==> src/rtl/rsup_pkg.sv <==
package rsup_pkg;
  localparam logic [1:0] ADDR_CTRL = 2'd0;
  localparam logic [1:0] ADDR_KICK = 2'd1;
  localparam logic [1:0] ADDR_STAT = 2'd2;
  localparam int unsigned REG_W    = 8;
endpackage

==> src/rtl/rsup_debounce.sv <==
module rsup_debounce #(
  parameter int unsigned DEB_TICKS = 10
) (
  input  logic clk,
  input  logic rst_n,
  input  logic tick,
  input  logic pin_n,
  output logic press
);
  localparam int unsigned CW = $clog2(DEB_TICKS + 1);

  logic          sync1_q, sync2_q, acc_q, acc_d;
  logic [CW-1:0] cnt_q, cnt_d;

  always_comb begin
    acc_d = acc_q;
    cnt_d = cnt_q;
    press = 1'b0;
    if (sync2_q != acc_q) begin
      if (tick) begin
        if (cnt_q == CW'(DEB_TICKS - 1)) begin
          acc_d = sync2_q;
          cnt_d = '0;
          press = !sync2_q;
        end else begin
          cnt_d = cnt_q + CW'(1);
        end
      end
    end else begin
      cnt_d = '0;
    end
  end

  always_ff @(posedge clk or negedge rst_n) begin
    if (!rst_n) begin
      sync1_q <= 1'b1;
      sync2_q <= 1'b1;
      acc_q   <= 1'b1;
      cnt_q   <= '0;
    end else begin
      sync1_q <= pin_n;
      sync2_q <= sync1_q;
      acc_q   <= acc_d;
      cnt_q   <= cnt_d;
    end
  end

  // a press is accepted only after the synchronised pin was already low
  p_press_held_r8: assert property (@(posedge clk) disable iff (!rst_n)
    press |-> !$past(sync2_q));
  // one acceptance per press
  p_press_once_r9: assert property (@(posedge clk) disable iff (!rst_n)
    press |=> !press);
endmodule

==> src/rtl/rsup_watchdog.sv <==
module rsup_watchdog #(
  parameter int unsigned STEP_TICKS = 100,
  parameter int unsigned MAX_CODE   = 30,
  parameter int unsigned CODE_W     = 5
) (
  input  logic              clk,
  input  logic              rst_n,
  input  logic              tick,
  input  logic [CODE_W-1:0] code,
  input  logic              kick,
  input  logic              hold,
  output logic              expire
);
  localparam int unsigned CW = $clog2(MAX_CODE * STEP_TICKS + 1);

  logic [CW-1:0] cnt_q, cnt_d, limit;
  logic          enabled;

  always_comb begin
    enabled = (code != '0);
    limit   = CW'(code) * CW'(STEP_TICKS);
    expire  = tick && enabled && !hold && !kick && (cnt_q >= limit - CW'(1));
    cnt_d   = cnt_q;
    if (hold || kick || !enabled) begin
      cnt_d = '0;
    end else if (tick) begin
      cnt_d = expire ? '0 : cnt_q + CW'(1);
    end
  end

  always_ff @(posedge clk or negedge rst_n) begin
    if (!rst_n) cnt_q <= '0;
    else        cnt_q <= cnt_d;
  end

  // no expiry while disabled
  p_off_quiet_r3: assert property (@(posedge clk) disable iff (!rst_n)
    (code == '0) |=> (cnt_q == '0));
endmodule

==> src/rtl/rsup_stretch.sv <==
module rsup_stretch #(
  parameter int unsigned LEN = 100
) (
  input  logic clk,
  input  logic rst_n,
  input  logic tick,
  input  logic trig,
  input  logic level,
  output logic busy,
  output logic rst_out_n
);
  localparam int unsigned CW = $clog2(LEN + 1);

  logic [CW-1:0] cnt_q, cnt_d;
  logic          out_q;

  always_comb begin
    cnt_d = cnt_q;
    if (trig || level)                 cnt_d = CW'(LEN);
    else if (tick && (cnt_q != '0))    cnt_d = cnt_q - CW'(1);
    busy = level || (cnt_q != '0);
  end

  always_ff @(posedge clk or negedge rst_n) begin
    if (!rst_n) begin
      cnt_q <= CW'(LEN);
      out_q <= 1'b0;
    end else begin
      cnt_q <= cnt_d;
      out_q <= (cnt_d == '0);
    end
  end

  assign rst_out_n = out_q;
endmodule

==> src/rtl/rst_supervisor.sv <==
module rst_supervisor
  import rsup_pkg::*;
#(
  parameter int unsigned STRETCH_TICKS  = 100,
  parameter int unsigned DEBOUNCE_TICKS = 10,
  parameter int unsigned STEP_TICKS     = 100,
  parameter int unsigned MAX_CODE       = 30,
  parameter int unsigned CODE_W         = 5
) (
  input  logic             clk,
  input  logic             rst_n,
  input  logic             tick_ms,
  input  logic             supply_low,
  input  logic             man_rst_n,
  input  logic             reg_we,
  input  logic [1:0]       reg_addr,
  input  logic [REG_W-1:0] reg_wdata,
  output logic [REG_W-1:0] reg_rdata,
  output logic             sys_rst_n
);
  logic [CODE_W-1:0] code_q, code_d;
  logic              flag_q, flag_d;
  logic              kick, clr_flag, man_press, wd_exp, rst_busy;

  assign kick     = reg_we && (reg_addr == ADDR_KICK);
  assign clr_flag = reg_we && (reg_addr == ADDR_STAT) && reg_wdata[0];

  rsup_debounce #(.DEB_TICKS(DEBOUNCE_TICKS)) u_deb (
    .clk(clk), .rst_n(rst_n), .tick(tick_ms), .pin_n(man_rst_n), .press(man_press)
  );

  rsup_watchdog #(.STEP_TICKS(STEP_TICKS), .MAX_CODE(MAX_CODE), .CODE_W(CODE_W)) u_wd (
    .clk(clk), .rst_n(rst_n), .tick(tick_ms), .code(code_q), .kick(kick),
    .hold(rst_busy), .expire(wd_exp)
  );

  rsup_stretch #(.LEN(STRETCH_TICKS)) u_str (
    .clk(clk), .rst_n(rst_n), .tick(tick_ms), .trig(wd_exp || man_press),
    .level(supply_low), .busy(rst_busy), .rst_out_n(sys_rst_n)
  );

  always_comb begin
    code_d = code_q;
    if (reg_we && (reg_addr == ADDR_CTRL)) begin
      if (reg_wdata > REG_W'(MAX_CODE)) code_d = CODE_W'(MAX_CODE);
      else                              code_d = reg_wdata[CODE_W-1:0];
    end
    flag_d = flag_q;
    if (wd_exp)                        flag_d = 1'b1;
    else if (supply_low || man_press)  flag_d = 1'b0;
    else if (clr_flag)                 flag_d = 1'b0;
  end

  always_ff @(posedge clk or negedge rst_n) begin
    if (!rst_n) begin
      code_q <= '0;
      flag_q <= 1'b0;
    end else begin
      code_q <= code_d;
      flag_q <= flag_d;
    end
  end

  always_comb begin
    unique case (reg_addr)
      ADDR_CTRL: reg_rdata = {{(REG_W - CODE_W){1'b0}}, code_q};
      ADDR_STAT: reg_rdata = {{(REG_W - 1){1'b0}}, flag_q};
      default:   reg_rdata = '0;
    endcase
  end

  // supply-low drives the output low on the following edge
  p_supply_low_r1: assert property (@(posedge clk) disable iff (!rst_n)
    supply_low |=> !sys_rst_n);
  // release never happens while supply-low was present
  p_release_r2: assert property (@(posedge clk) disable iff (!rst_n)
    $rose(sys_rst_n) |-> !$past(supply_low));
  // an expiry asserts the reset output
  p_expire_rst_r3: assert property (@(posedge clk) disable iff (!rst_n)
    wd_exp |=> !sys_rst_n);
  // the watchdog cannot expire while reset is asserted
  p_hold_r6: assert property (@(posedge clk) disable iff (!rst_n)
    !sys_rst_n |-> !wd_exp);
  // expiry records the watchdog as cause
  p_flag_set_r7: assert property (@(posedge clk) disable iff (!rst_n)
    wd_exp |=> flag_q);
  // stored code stays inside the legal range
  p_code_range_r4: assert property (@(posedge clk) disable iff (!rst_n)
    code_q <= CODE_W'(MAX_CODE));
endmodule

==> config.mk <==
export PLATFORM = sky130hd
export DESIGN_NAME = rst_supervisor
export DESIGN_NICKNAME = d
export VERILOG_FILES = /design/src/rtl/rsup_pkg.sv /design/src/rtl/rsup_debounce.sv /design/src/rtl/rsup_watchdog.sv /design/src/rtl/rsup_stretch.sv /design/src/rtl/rst_supervisor.sv
export SDC_FILE = /design/constraint.sdc
export NUM_CORES = 1
export LEC_CHECK = 0
export BUFFER_PORTS_ARGS = -buffer_cell sky130_fd_sc_hd__clkbuf_2
export CAP_MARGIN = 20
export CORE_ASPECT_RATIO = 0.8
export CORE_MARGIN = 2
export CORE_UTILIZATION = 25
export DETAILED_ROUTE_END_ITERATION = 8
export GPL_TIMING_DRIVEN = 0
export PLACE_DENSITY_LB_ADDON = 0.25
export SLEW_MARGIN = 20
export SYNTH_ARGS = -nofsm -noshare
export SYNTH_HDL_FRONTEND = slang
export SYNTH_SLANG_ARGS = --single-unit
==> constraint.sdc <==
create_clock -name clk -period 4.85 [get_ports clk]
set_clock_uncertainty 0.2 [all_clocks]
set_input_delay 0.7275 -clock clk [delete_from_list [all_inputs] [get_ports clk]]
set_output_delay 0.7275 -clock clk [all_outputs]
set_load 0.01 [all_outputs]
* Word level (Yosys, flattened, before mapping)
Index checks and enable logic that the tools add are counted.
** Storage, ports and cells
- Register bits after elaboration :: 33
- Input port bits :: 16
- Output and inout bits :: 9
- Logic and storage cells :: 63
** Cells by class
- $add $sub $neg :: 4
- Multipliers :: 1
- Magnitude comparators :: 2
- Eq/ne operators :: 5
- Mux-type cells :: 16
- Reduce and logical (&&, ||, !) cells :: 26
** Operator list (count)
- $mux W12 :: 3
- $mux W7 :: 2
- $add A12 B1 Y12 const B :: 1
- $ge A12 B12 Y1 :: 1
- $mux W4 :: 3
- $sub A12 B1 Y12 const B :: 1
- $mul A5 B5 Y10 const B :: 1
- $pmux W5 S2 :: 1
- $logic_and A1 B1 Y1 :: 9
- $gt A8 B5 Y1 const B :: 1
- $logic_not A7 Y1 :: 1
- $reduce_bool A7 Y1 :: 1
- $sub A7 B1 Y7 const B :: 1
- $logic_or A1 B1 Y1 :: 6
- $mux W1 :: 6
- $mux W5 :: 1
- $reduce_bool A5 Y1 :: 1
- $add A4 B1 Y4 const B :: 1
- $eq A4 B4 Y1 const B :: 1
- $logic_not A1 Y1 :: 4
- $reduce_and A3 Y1 :: 1
- $reduce_bool A3 Y1 :: 1
- $eq A2 B1 Y1 const B :: 1
- $eq A2 B2 Y1 const B :: 1
- other kinds (4) :: 4

* Longest topological paths before layout
- Depth after elaboration :: 10
- Depth in mapped cells :: 19
- Depth with buffers taken out :: 17

* Modules after synthesis
A second synthesis with hierarchy kept.
** Second synthesis, totals
- Cells, all modules :: 278
- Area total of the unflattened synthesis :: 2617.5 sq um
** Modules (own cells, without submodules)
- rsup_watchdog :: instances 1, cells an instance 164, area an instance 1457.6 sq um, seq. area each 300.3 sq um
- rsup_stretch :: instances 1, cells an instance 53, area an instance 506.7 sq um, seq. area each 203.9 sq um
- rst_supervisor :: instances 1, cells an instance 34, area an instance 339.1 sq um, seq. area each 150.1 sq um
- rsup_debounce :: instances 1, cells an instance 27, area an instance 314.1 sq um, seq. area each 178.9 sq um

* Worst setup path before layout
OpenSTA, ideal clock, no wires.
- Path kind :: flip-flop to flip-flop
- Start :: register code_q[3]
- End :: register u_wd.cnt_q[9]
- Setup time :: 0.127 ns
- Arrival time :: 3.804 ns
- Required time :: 4.523 ns
- Path slack :: 0.719 ns
- Cell stages (with the launch flop) :: 19
- Path buffers :: 2
- Clock period less this slack :: 4.131 ns
- Path through :: dfrtp_1 inv_1 ha_1 inv_1 ha_1 ha_1 ha_1 and3_1 a221oi_1 xnor2_1 xnor2_1 ha_1 and4_1 o2111a_1 or2_2 clkbuf_8 nor2_2 buf_6 a221o_2
** Between the ends
- Longest elaborated chain between the ends :: 8
- Elaborated cells between the ends (all ways) :: 14
- Those cells by class :: add/sub: 1; mul: 1; order compare: 1; mux: 3; reduce/logical: 8
** Ends and longest elaborated chain
- start, declared :: line rst_supervisor.sv:21 : logic [CODE_W-1:0] code_q, code_d;
- start signal, assigned :: line rst_supervisor.sv:59 : code_q <= code_d;
- parallel branches: the longest is 8 deep, another holds $sub A12 B1 Y12
- end signal, assigned :: line rsup_watchdog.sv:33 : else cnt_q <= cnt_d;
- end, declared :: line rsup_watchdog.sv:16 : logic [CW-1:0] cnt_q, cnt_d, limit;
Parallel ways; which one is timed is not known. The select of a mux whose other input is x is not followed.
A chain may end at the register's enable or synchronous reset.

* Final worst setup path
- Start :: register code_q[3]
- End :: register u_wd.cnt_q[11]
Same word-level chain as after synthesis.

==> results.txt <==
----------------------------------------------------
[Hold path]
  Min-Delay Path Class ... reg2reg
  Launch point of the worst hold path ... u_deb.sync1_q$_DFF_PN1_
  Worst Hold End ... u_deb.sync2_q$_DFF_PN1_
  Instance count along the most critical hold path ... 0

[Clocking]
  Worst-skew pair later-pin latency ... roughly 0.28 ns
  Clock transition at path regs ... 0.05 ns
  Max Buffers Root-to-Sink ... 2
  Number of clock sinks ... 33
  H-tree depth ... 2
  Post-cts repair resize count ... 0
  Cell at the root of the clock tree ... sky130_fd_sc_hd__clkbuf_16
  Quantity of hold-fixing buffers added after cts ... 0
  CTS tree ... done
  Post-CTS setup buffers ... 0
  TritonCTS buffer count ... 5

[Layout]
  Filler instances ... 1119
  Area occupied by multi-input gates ... 1720 um^2
  Register Area ... ~830 um^2
  Final antenna diode count ... 0
  Area Growth Syn to Fin ... 16.7%
  Layout cell share with drive strength beyond 1 ... a little over a fifth
  Total number of nets in the final design ... ~360
  Cell area after layout ... between 3000 and 4000 um^2

[Worst setup path]
  Chain of cells forming the critical path ... inv_1 -> ha_1 -> inv_1 -> ha_1 -> ha_1 -> ha_1 -> and3_1 -> a221oi_1 -> xnor2_1 -> xnor2_1 -> ha_1 -> and4_1 -> o2111a_1 -> or2_2 -> clkbuf_8 -> nor2_2 -> buf_6 -> a221o_2
  Cell with the most instances on the worst path ... sky130_fd_sc_hd__ha_1
  Combined buffer and inverter count along the critical path ... 4
  Startpoint of the lowest-slack register-to-register path ... code_q[3]$_DFFE_PN0P_
  Length in cells of the worst reg-to-reg path ... 18
  Crit-path slowest cell ... sky130_fd_sc_hd__dfrtp_1
  Worst-path maximum fanout ... 10
  WP data required ... between 4 and 5 ns
  Endpoint of the lowest-slack register-to-register path ... u_wd.cnt_q[11]$_DFFE_PN0P_
  Worst endpoint data arrival time ... approximately 4.5 ns
  Nature of the critical path endpoint ... flip-flop
  Flop-to-flop setup slack ... approximately 0.35 ns
  Dominant delay contributor by cell family on the critical path ... adder cells
  Nature of the critical path startpoint ... flip-flop
  Largest stage delay on the critical path ... 0.42 ns
  Worst Path Class, Setup ... reg2reg

[Routing]
  Residual DRC ... 0
  Detail Route Antenna Nets ... 0
  Routed wire length ... about 5.5 mm
  Detailed-route vias per instance ... between 4 and 5
  Via count ... ~2000
  DRT iter0 DRCs ... 95
  Detailed-router iteration count before antenna repair ... 4
  Average routed wire per standard cell ... approximately 12 um

[Power]
  Pleak ... between 1 and 1.5 nW
  Post-layout power ... a little over 0.0008 W
  Power per cell area ... about 270 nW/um^2
  Max VDD drop ... around 0.12 mV

[GRT]
  Leftover overflow at the end of global routing ... 0
  Antenna violations before repair ... 0
  Total global routing track utilization ... 10.5%
  Global-route wire length before repair ... around 9.6 mm
  Via count of the first global-routing pass ... slightly below 2000
  Largest net degree at the start of global routing ... 34

[Job]
  Maxcap violations ... 0

[Logic synthesis]
  Most frequently used flop master after synthesis ... sky130_fd_sc_hd__dfrtp_1
  Number of enable-type register cells in the synthesized netlist ... 0
  Post-synthesis sequential element count ... 33
  Number of distinct library cell variants in the gate-level netlist after synthesis ... 60
  Syn Inst Count ... 275
  Total standard cell area after synthesis ... 2670 um^2
  Fraction of the yosys area taken by sequential cells ... a little under a third
  Number of synthesis warnings ... 0
  Avg Inst Size Synth ... slightly below 10 um^2
  Proportion of register bits with asynchronous set or reset after synthesis ... 100%

[Placement]
  Quantity of I/O buffers inserted on ports ... 20
  Detailed-placement wirelength estimate ... 4.29 mm
  Instance area at placement ... between 2000 and 3000 um^2
  Final weighted congestion in routability-driven placement ... about 0.76

[STA]
  Maximum operating frequency ... roughly 220 MHz
  Max_slew headroom ... 43.0%
  Hold Vio Cnt, Final ... 0
  Worst-margin pin slew ... ~0.85 ns
  Final period utilization ... roughly 90%
  Summed negative setup slack over all endpoints ... 0 ns
  Setup repair after global routing missed its margin ... false
  Pins over their slew limit ... 0
  Time the worst path needs with I/O delays and setup ... 4.50 ns
  Setup Viol. Count Final ... 0

[Outcome]
  Status ... finished clean

[Floorplanning]
  Initial Utilization ... roughly 26%
  Core Box Area ... between 10000 and 15000 um^2
  Die area ... between 10000 and 15000 um^2
  DIE WIDTH ... around 120 um
  Count of standard-cell rows ... 33
  Top-level I/O count ... 25
  Chip height ... 96.5 um

----------------------------------------------------
-- kinds of logic after synthesis --
| logic type | count (synthesis) | share of synthesized area [%] |
|---|---|---|
| compound gates | 53 | 15.9 |
| other cells | 1 | 0.140 |
| mux | 4 | 1.54 |
| flops | 33 | 31.2 |
| buf+inv | 23 | 4.91 |
| simple gates | 106 | 22.7 |
| fa+ha+maj | 38 | 18.1 |
| xor+xnor | 17 | 5.57 |
-- metal layers --
metal / vias to the layer above / track usage [%] / routed length (um)
li1: 1067 / - / -
met1: 940 / 15.5 / 3090
met2: 27 / 15.0 / 2170
met3: 4 / 2.93 / 194
met4: 0 / 2.35 / 47
met5: - / 0 / 0
-- power by group --
group,internal (W),leakage [nW],switching (W)
Combinational,0.0000894,0.945,0.000110
Clock,0.000217,0.0799,0.000114
Sequential,0.000287,0.415,0.0000110
-- through the flow --
stage	instances	hold WS [ns]	util (%)	setup slack [ns]
after floorplan	277	0.145	-	0.719
after detailed placement	437	0.147	28.6	0.161
after global placement	437	0.146	28.6	0.263
after CTS	445	0.155	30.2	0.133
after global routing	445	0.164	30.2	0.0132
final	445	0.154	30.2	0.354
-- cell usage in the layout, fill, tap and decap left out, drive strengths merged, types with 7 or more instances in the layout --
| master | count |
|---|---|
| nor2b | 7 |
| xnor2 | 11 |
| a221o | 9 |
| nor3 | 12 |
| clkbuf | 30 |
| o21ai | 13 |
| inv | 13 |
| ha | 37 |
| nor2 | 19 |
| dfrtp | 27 |
| buf | 7 |
| nand2 | 19 |
-- cell usage after synthesis (all sizes together) (2+ instances only) --
cell	n	area, um^2
and3b	2	17.5
nand3	5	25.0
buf	7	60.1
nand2b	4	25.0
ha	37	463
nand4b	2	17.5
dfrtp	27	676
a211oi	3	22.5
inv	13	48.8
and3	6	38.8
a221o	9	98.9
nand4	6	37.5
nor2b	7	43.8
nor3b	2	15.0
or2	2	12.5
xor2	6	52.6
a22o	2	18.8
nand2	19	71.3
o22a	4	35.0
nor3	12	60.1
a21o	5	38.8
nor4	5	46.3
o21bai	3	22.5
a21oi	4	20.0
xnor2	11	96.3
o21ai	13	65.1
dfstp	6	158
nor2	19	73.8
mux2i	3	30.0
or3	2	17.5
nor4b	4	35.0
clkbuf	3	22.5
nand3b	2	15.0
and2	4	25.0
a221oi	2	17.5
-- how the worst max path moves through the flow --
stage | start | end | slack (ns) | depth (start not counted)
final | code_q[3]$_DFFE_PN0P_ | u_wd.cnt_q[11]$_DFFE_PN0P_ | 0.35 | 18
after global routing | code_q[1]$_DFFE_PN0P_ | u_wd.cnt_q[11]$_DFFE_PN0P_ | 0.01 | 18
after detailed placement | code_q[0]$_DFFE_PN0P_ | u_str.rst_out_n$_DFF_PN0_ | 0.16 | 16
after CTS | code_q[0]$_DFFE_PN0P_ | u_str.rst_out_n$_DFF_PN0_ | 0.13 | 16
after floorplan | code_q[3]$_DFFE_PN0P_ | u_wd.cnt_q[9]$_DFFE_PN0P_ | 0.72 | 18
after global placement | code_q[0]$_DFFE_PN0P_ | u_str.rst_out_n$_DFF_PN0_ | 0.26 | 16
-- flip-flops by register name, summed over array words and instances, names as in the netlist, 4 cells and up --
| signal | flops |
|---|---|
| u_wd.cnt_q | 12 |
| u_str.cnt_q | 7 |
| u_deb.cnt_q | 4 |
| code_q | 5 |
-- layout make-up --
| type | instances | area share, % |
|---|---|---|
| inverters | 13 | 1.56 |
| plain buffers | 10 | 2.65 |
| clock inverters | 1 | 0.160 |
| flip-flops and latches | 33 | 26.7 |
| clock buffers | 7 | 4.89 |
| well taps | 140 | 5.61 |
| multi-input cells | 221 | 55.2 |
| repair buffers | 20 | 3.21 |
No activity file was read; power rests on OpenSTA's default activity.
